<file path="src/rtl/irq_line_pkg.sv">
`timescale 1ns/1ps
package irq_line_pkg;
  localparam int IVL_W      = 8;
  localparam int IVL_LSB    = 24;
  localparam int CLR_BIT    = 14;
  localparam int BUSY_BIT   = 13;
  localparam int MASTER_BIT = 12;
  localparam int EN_BIT     = 8;
  localparam int POL_BIT    = 4;
  localparam int KIND_BIT   = 0;
  localparam int TICK_HZ    = 100_000;

  typedef enum logic {
    DRV_OPEN_DRAIN = 1'b0,
    DRV_PUSH_PULL  = 1'b1
  } drv_kind_e;

  typedef struct packed {
    logic [IVL_W-1:0] ivl;
    logic             out_en;
    logic             act_high;
    drv_kind_e        kind;
  } line_cfg_t;
endpackage

</file>
<file path="src/rtl/irq_cfg_regs.sv">
`timescale 1ns/1ps
module irq_cfg_regs
  import irq_line_pkg::*;
(
  input  logic             clk,
  input  logic             rst_n,
  input  logic             wr_en,
  input  logic [31:0]      wdata,
  input  logic             busy,
  input  logic             master,
  output line_cfg_t        cfg,
  output logic [31:0]      rdata,
  output logic             kill,
  output logic             restart,
  output logic [IVL_W-1:0] new_ivl
);
  logic [IVL_W-1:0] wr_ivl;
  logic             wdata_unused;

  assign wr_ivl = wdata[IVL_LSB +: IVL_W];
  assign wdata_unused = ^{wdata[IVL_LSB-1:CLR_BIT+1], wdata[BUSY_BIT:EN_BIT+1],
                          wdata[EN_BIT-1:POL_BIT+1], wdata[POL_BIT-1:KIND_BIT+1]};

  always_ff @(posedge clk or negedge rst_n) begin
    if (!rst_n) begin
      cfg <= '{ivl: '0, out_en: 1'b0, act_high: 1'b0, kind: DRV_OPEN_DRAIN};
    end else if (wr_en) begin
      cfg.ivl      <= wr_ivl;
      cfg.out_en   <= wdata[EN_BIT];
      cfg.act_high <= wdata[POL_BIT];
      cfg.kind     <= drv_kind_e'(wdata[KIND_BIT]);
    end
  end

  // zero-length write wins over restart; restart loads the value being written
  assign kill    = wr_en && (wr_ivl == '0);
  assign restart = wr_en && wdata[CLR_BIT];
  assign new_ivl = wr_ivl;

  always_comb begin
    rdata                     = '0;
    rdata[IVL_LSB +: IVL_W]   = cfg.ivl;
    rdata[BUSY_BIT]           = busy;
    rdata[MASTER_BIT]         = master;
    rdata[EN_BIT]             = cfg.out_en;
    rdata[POL_BIT]            = cfg.act_high;
    rdata[KIND_BIT]           = cfg.kind;
  end
endmodule

</file>
<file path="src/rtl/irq_tick_gen.sv">
`timescale 1ns/1ps
module irq_tick_gen #(
  parameter int DIV = 2000
) (
  input  logic clk,
  input  logic rst_n,
  input  logic restart,
  input  logic run,
  output logic tick
);
  localparam int PW = (DIV > 1) ? $clog2(DIV) : 1;

  generate
    if (DIV > 1) begin : g_div
      localparam logic [PW-1:0] LAST = PW'(DIV - 1);
      logic [PW-1:0] pre_q;

      always_ff @(posedge clk or negedge rst_n) begin
        if (!rst_n)       pre_q <= '0;
        else if (restart) pre_q <= '0;
        else if (run)     pre_q <= (pre_q == LAST) ? '0 : pre_q + 1'b1;
      end

      assign tick = run && !restart && (pre_q == LAST);
    end else begin : g_nodiv
      assign tick = run && !restart;
    end
  endgenerate
endmodule

</file>
<file path="src/rtl/irq_holdoff_timer.sv">
`timescale 1ns/1ps
module irq_holdoff_timer
  import irq_line_pkg::*;
(
  input  logic             clk,
  input  logic             rst_n,
  input  logic             kill,
  input  logic             restart,
  input  logic [IVL_W-1:0] restart_ivl,
  input  logic             fall,
  input  logic [IVL_W-1:0] cfg_ivl,
  input  logic             tick,
  output logic             busy,
  output logic             load
);
  logic [IVL_W-1:0] cnt_q;

  always_ff @(posedge clk or negedge rst_n) begin
    if (!rst_n)                    cnt_q <= '0;
    else if (kill)                 cnt_q <= '0;
    else if (restart)              cnt_q <= restart_ivl;
    else if (fall)                 cnt_q <= cfg_ivl;
    else if (tick && cnt_q != '0)  cnt_q <= cnt_q - 1'b1;
  end

  assign busy = (cnt_q != '0);
  assign load = kill || restart || fall;
endmodule

</file>
<file path="src/rtl/irq_out_stage.sv">
`timescale 1ns/1ps
module irq_out_stage
  import irq_line_pkg::*;
#(
  parameter int N_SRC = 8
) (
  input  logic             clk,
  input  logic             rst_n,
  input  logic [N_SRC-1:0] src_status,
  input  logic [N_SRC-1:0] src_enable,
  input  logic             wake,
  input  logic             busy,
  input  line_cfg_t        cfg,
  output logic             master,
  output logic             fall,
  output logic             irq_o,
  output logic             irq_oe
);
  logic req, req_q, drive;

  assign master = |(src_status & src_enable);
  assign req    = (master && !busy) || wake;

  always_ff @(posedge clk or negedge rst_n) begin
    if (!rst_n) req_q <= 1'b0;
    else        req_q <= req;
  end

  // a window opens only from idle, so a restart that blocks the request does not reload
  assign fall  = req_q && !req && !busy;
  assign drive = req_q && cfg.out_en;

  always_comb begin
    unique case (cfg.kind)
      DRV_PUSH_PULL: begin
        irq_oe = 1'b1;
        irq_o  = cfg.act_high ? drive : !drive;
      end
      default: begin
        irq_oe = drive;
        irq_o  = 1'b0;
      end
    endcase
  end
endmodule

</file>
<file path="src/rtl/irq_line_ctrl.sv">
`timescale 1ns/1ps
module irq_line_ctrl
  import irq_line_pkg::*;
#(
  parameter int N_SRC  = 8,
  parameter int CLK_HZ = 200_000_000
) (
  input  logic             clk,
  input  logic             rst_n,
  input  logic             reg_wr_en,
  input  logic [31:0]      reg_wdata,
  output logic [31:0]      reg_rdata,
  input  logic [N_SRC-1:0] src_status,
  input  logic [N_SRC-1:0] src_enable,
  input  logic             wake_evt,
  output logic             irq_o,
  output logic             irq_oe
);
  localparam int TICK_DIV = (CLK_HZ / TICK_HZ > 0) ? CLK_HZ / TICK_HZ : 1;

  line_cfg_t        cfg;
  logic             busy, master, fall, tick, load, kill, restart;
  logic [IVL_W-1:0] new_ivl;

  irq_cfg_regs u_regs (
    .clk(clk), .rst_n(rst_n), .wr_en(reg_wr_en), .wdata(reg_wdata),
    .busy(busy), .master(master), .cfg(cfg), .rdata(reg_rdata),
    .kill(kill), .restart(restart), .new_ivl(new_ivl)
  );

  irq_tick_gen #(.DIV(TICK_DIV)) u_tick (
    .clk(clk), .rst_n(rst_n), .restart(load), .run(busy), .tick(tick)
  );

  irq_holdoff_timer u_hold (
    .clk(clk), .rst_n(rst_n), .kill(kill), .restart(restart),
    .restart_ivl(new_ivl), .fall(fall), .cfg_ivl(cfg.ivl), .tick(tick),
    .busy(busy), .load(load)
  );

  irq_out_stage #(.N_SRC(N_SRC)) u_out (
    .clk(clk), .rst_n(rst_n), .src_status(src_status), .src_enable(src_enable),
    .wake(wake_evt), .busy(busy), .cfg(cfg), .master(master), .fall(fall),
    .irq_o(irq_o), .irq_oe(irq_oe)
  );
endmodule

</file>
<file path="config.mk">
export PLATFORM = sky130hd
export DESIGN_NAME = irq_line_ctrl
export DESIGN_NICKNAME = d
export VERILOG_FILES = /design/src/rtl/irq_line_pkg.sv /design/src/rtl/irq_cfg_regs.sv /design/src/rtl/irq_tick_gen.sv /design/src/rtl/irq_holdoff_timer.sv /design/src/rtl/irq_out_stage.sv /design/src/rtl/irq_line_ctrl.sv
export SDC_FILE = /design/constraint.sdc
export NUM_CORES = 1
export LEC_CHECK = 0
export BUFFER_PORTS_ARGS = -buffer_cell sky130_fd_sc_hd__buf_2
export CAP_MARGIN = 10
export CELL_PAD_IN_SITES_DETAIL_PLACEMENT = 1
export CELL_PAD_IN_SITES_GLOBAL_PLACEMENT = 2
export CORE_ASPECT_RATIO = 0.6
export CORE_MARGIN = 2
export CORE_UTILIZATION = 30
export CTS_CLUSTER_DIAMETER = 100
export DETAILED_ROUTE_END_ITERATION = 12
export HOLD_SLACK_MARGIN = 0.05
export PLACE_DENSITY_LB_ADDON = 0.1
export SETUP_SLACK_MARGIN = 0.15
export SYNTH_ARGS = -nofsm -noshare
export SYNTH_HDL_FRONTEND = slang
export SYNTH_SLANG_ARGS = --single-unit
</file>
<file path="constraint.sdc">
create_clock -name clk -period 3.9 [get_ports clk]
set_clock_uncertainty 0.1 [all_clocks]
set_input_delay 0.585 -clock clk [delete_from_list [all_inputs] [get_ports clk]]
set_output_delay 0.585 -clock clk [all_outputs]
set_load 0.1 [all_outputs]
</file>
==> metrics.cfg <==
[status]
status = finished clean

[pwr]
p_total_mw = 1.38
p_leak_nw = 1.12
ir_drop_mv = 0.182
powerDensity_nw_per_um2 = 566

[setup_path]
rr_startpoint = u_hold.cnt_q[0]$_DFFE_PN0P_
end_kind = output pin
worstPathRequired_ps = 3210
startpoint_type = register
crit_arrival_ps = 2040
critPathLaunch = u_hold.cnt_q[0]$_DFFE_PN0P_
critPathMaxFanout = 6
critPathKind = register to output pin

[clocking]
cts.root.buffer_cell = clkbuf_16
clockBufferDepth = 2
hold_buffers = 0
tritoncts = yes
clkTransAtPathRegs_ps = 50
clock_latency_ps = 280
post_cts.repair.setup_buffers = 0
cts_inserted_buffers = 5
cts_resized = 0
cts_htree_levels = 2
numClockSinks = 31

[placed_design]
gp_congestion = 0.774
portBuffers = 46
post-dp-hpwl_um = 4220
place_ws_ps = 1170
placed_cell_area_um2 = 2270

[yosys]
synthTopCellsByCount = 31 x dfrtp_1, 21 x buf_4, 15 x nor2_1
synth.lib_cells_used.distinct = 50
synth_edf_count = 0
async_flop_share_pct = 100
synth_seq_cells = 31
synth_seq_area_share_pct = 37.9
ys_warn_count = 0
syn_area_per_cell_um2 = 9.89
syn-cell-area_um2 = 2050
synth_top_flop_cell = dfrtp_1
synth_area_leaders = dfrtp_1 38%, buf_4 7.7%, mux2_2 6.0%
synth_top_area_cell = dfrtp_1
yosysTopAreaCellShare_pct = 37.9
yosysMostFrequentCell = dfrtp_1
synthCells = 207

[floorplanning]
die_w_um = 111
core-area_um2 = 6650
die_area_um2 = 7530
std_cell_rows = 23
start_util_pct = 30.8
die_y_um = 68.0
pin_count = 86

[global_route]
grt_pass1_wl_um = 9200
grt_usage_pct = 16.0
antenna_found_initial = 0
grt_overflow = 0
grt_pass1_vias = 1709
grt_max_degree = 32

[sta]
period_share_pct = 69.9
worst_slew_pin_slew_ps = 732
slew_headroom_pct = 51.2
grt_setup_unrepaired = no
setup-violations-final = 0
finalMaxSlewViolations = 0
finalCriticalPeriod_ps = 2730
fin_setup_tns_ps = 0
fmax_ghz = 0.367
setup_slack_ps = 1170
hold_ws_ps = 263
hold_viol = 0

[route]
final_antenna_net_count = 0
drtIter0Drc = 74
drt-pass1-iter-count = 4
via_count = 1698
totalWireLength_um = 5650
drc = 0
viasPerCell = 4.98
wl_per_cell_um = 16.6

[job]
timing.max_cap.violations = 0

[final_layout]
area_growth_pct = 19.2
layout-drive-gt1-share_pct = 30.4
finalNetCount = 307
final_area_um2 = 2440

[worst_hold_path]
hp-class = input pin to asynchronous set/reset pin

## final timing paths
kind	slack (ps)	endpoint	depth (start not counted)
min in group clk	420	u_out.req_q$_DFF_PN0_	2
hold / removal	260	u_regs.cfg[7]$_DFFE_PN0P_	1
setup / recovery	1170	reg_rdata[13]	6
hold reg to reg	440	u_regs.cfg[5]$_DFFE_PN0P_	1
setup reg to reg	1260	u_hold.cnt_q[6]$_DFFE_PN0P_	8
max in group asynchronous	2960	u_hold.cnt_q[6]$_DFFE_PN0P_	1
## sequential cells by signal, indices dropped and copies added (netlist names)
signal              count
u_tick.g_div.pre_q     11
u_regs.cfg             11
u_out.req_q             1
u_hold.cnt_q            8
## layout by cell type (no fill, tap or decap), types with 2 or more instances in the layout
master / n
nor3_4: 2
conb_1: 19
inv_1: 3
a211o_1: 2
nand4_1: 2
a211oi_1: 2
ha_1: 3
nor4_1: 2
or3_1: 6
nor2_1: 15
nand2_1: 7
o21ai_0: 4
a22oi_1: 4
nand2b_1: 7
a32o_1: 9
nor3b_1: 2
a21boi_1: 7
a21oi_1: 7
dfrtp_1: 31
and2_1: 3
mux2_2: 11
nor3_1: 5
clkbuf_16: 5
and3_1: 4
mux2i_1: 2
nand3_1: 8
buf_2: 46
a21o_1: 2
xor2_1: 3
xnor2_1: 4
o31ai_1: 3
or4_1: 4
## critical path, stage by stage (launching register included)
cell and delay (ps):
dfrtp_1 430, inv_1 100, ha_1 150, or3b_2 540, nor2_8 170, inv_4 80, buf_2 290
## final cells by class
type                            count  area (um^2)
Antenna cell                        1         2.50
Clock buffer                        6          139
Clock inverter                      2         35.0
Fill cell                         773         4210
Inverter                            5         21.3
Multi-Input combinational cell    162         1120
Sequential cell                    31          776
Tap cell                           87          109
Timing Repair Buffer               47          238
## cells by family (layout without fill, tap and decap cells)
family                   Yosys count  count (layout)  synth area share, %
flip-flops                        31              31                 37.9
XOR/XNOR                           7               7                 2.99
AND/OR/NAND/NOR                   74              74                 22.1
AO/OA/AOI/OAI                     46              46                 17.4
other                              1              20                0.183
buffers and inverters             32              60                 10.6
adder cells (fa/ha/maj)            3               3                 1.83
multiplexers                      13              13                 7.03
## where the power goes
part	total [mW]	switching [mW]	internal [mW]
logic	0.470	0.330	0.140
registers	0.448	0.0720	0.376
clock network	0.464	0.147	0.317
## through the flow
stage	std cells	utilization, %
final	341	36.7
after global routing	340	36.7
after CTS	340	36.7
after detailed placement	332	34.1
after global placement	332	34.1
after floorplan	225	-
## metal layers
layer / vias to the layer above / GRT usage (%) / part of all wire (%)
li1: 820 / - / -
met1: 827 / 24.6 / 58
met2: 44 / 21.8 / 36
met3: 7 / 3.45 / 4.5
met4: 0 / 5.16 / 1.3
met5: - / 0 / 0
(Power assumes the default switching activity.)
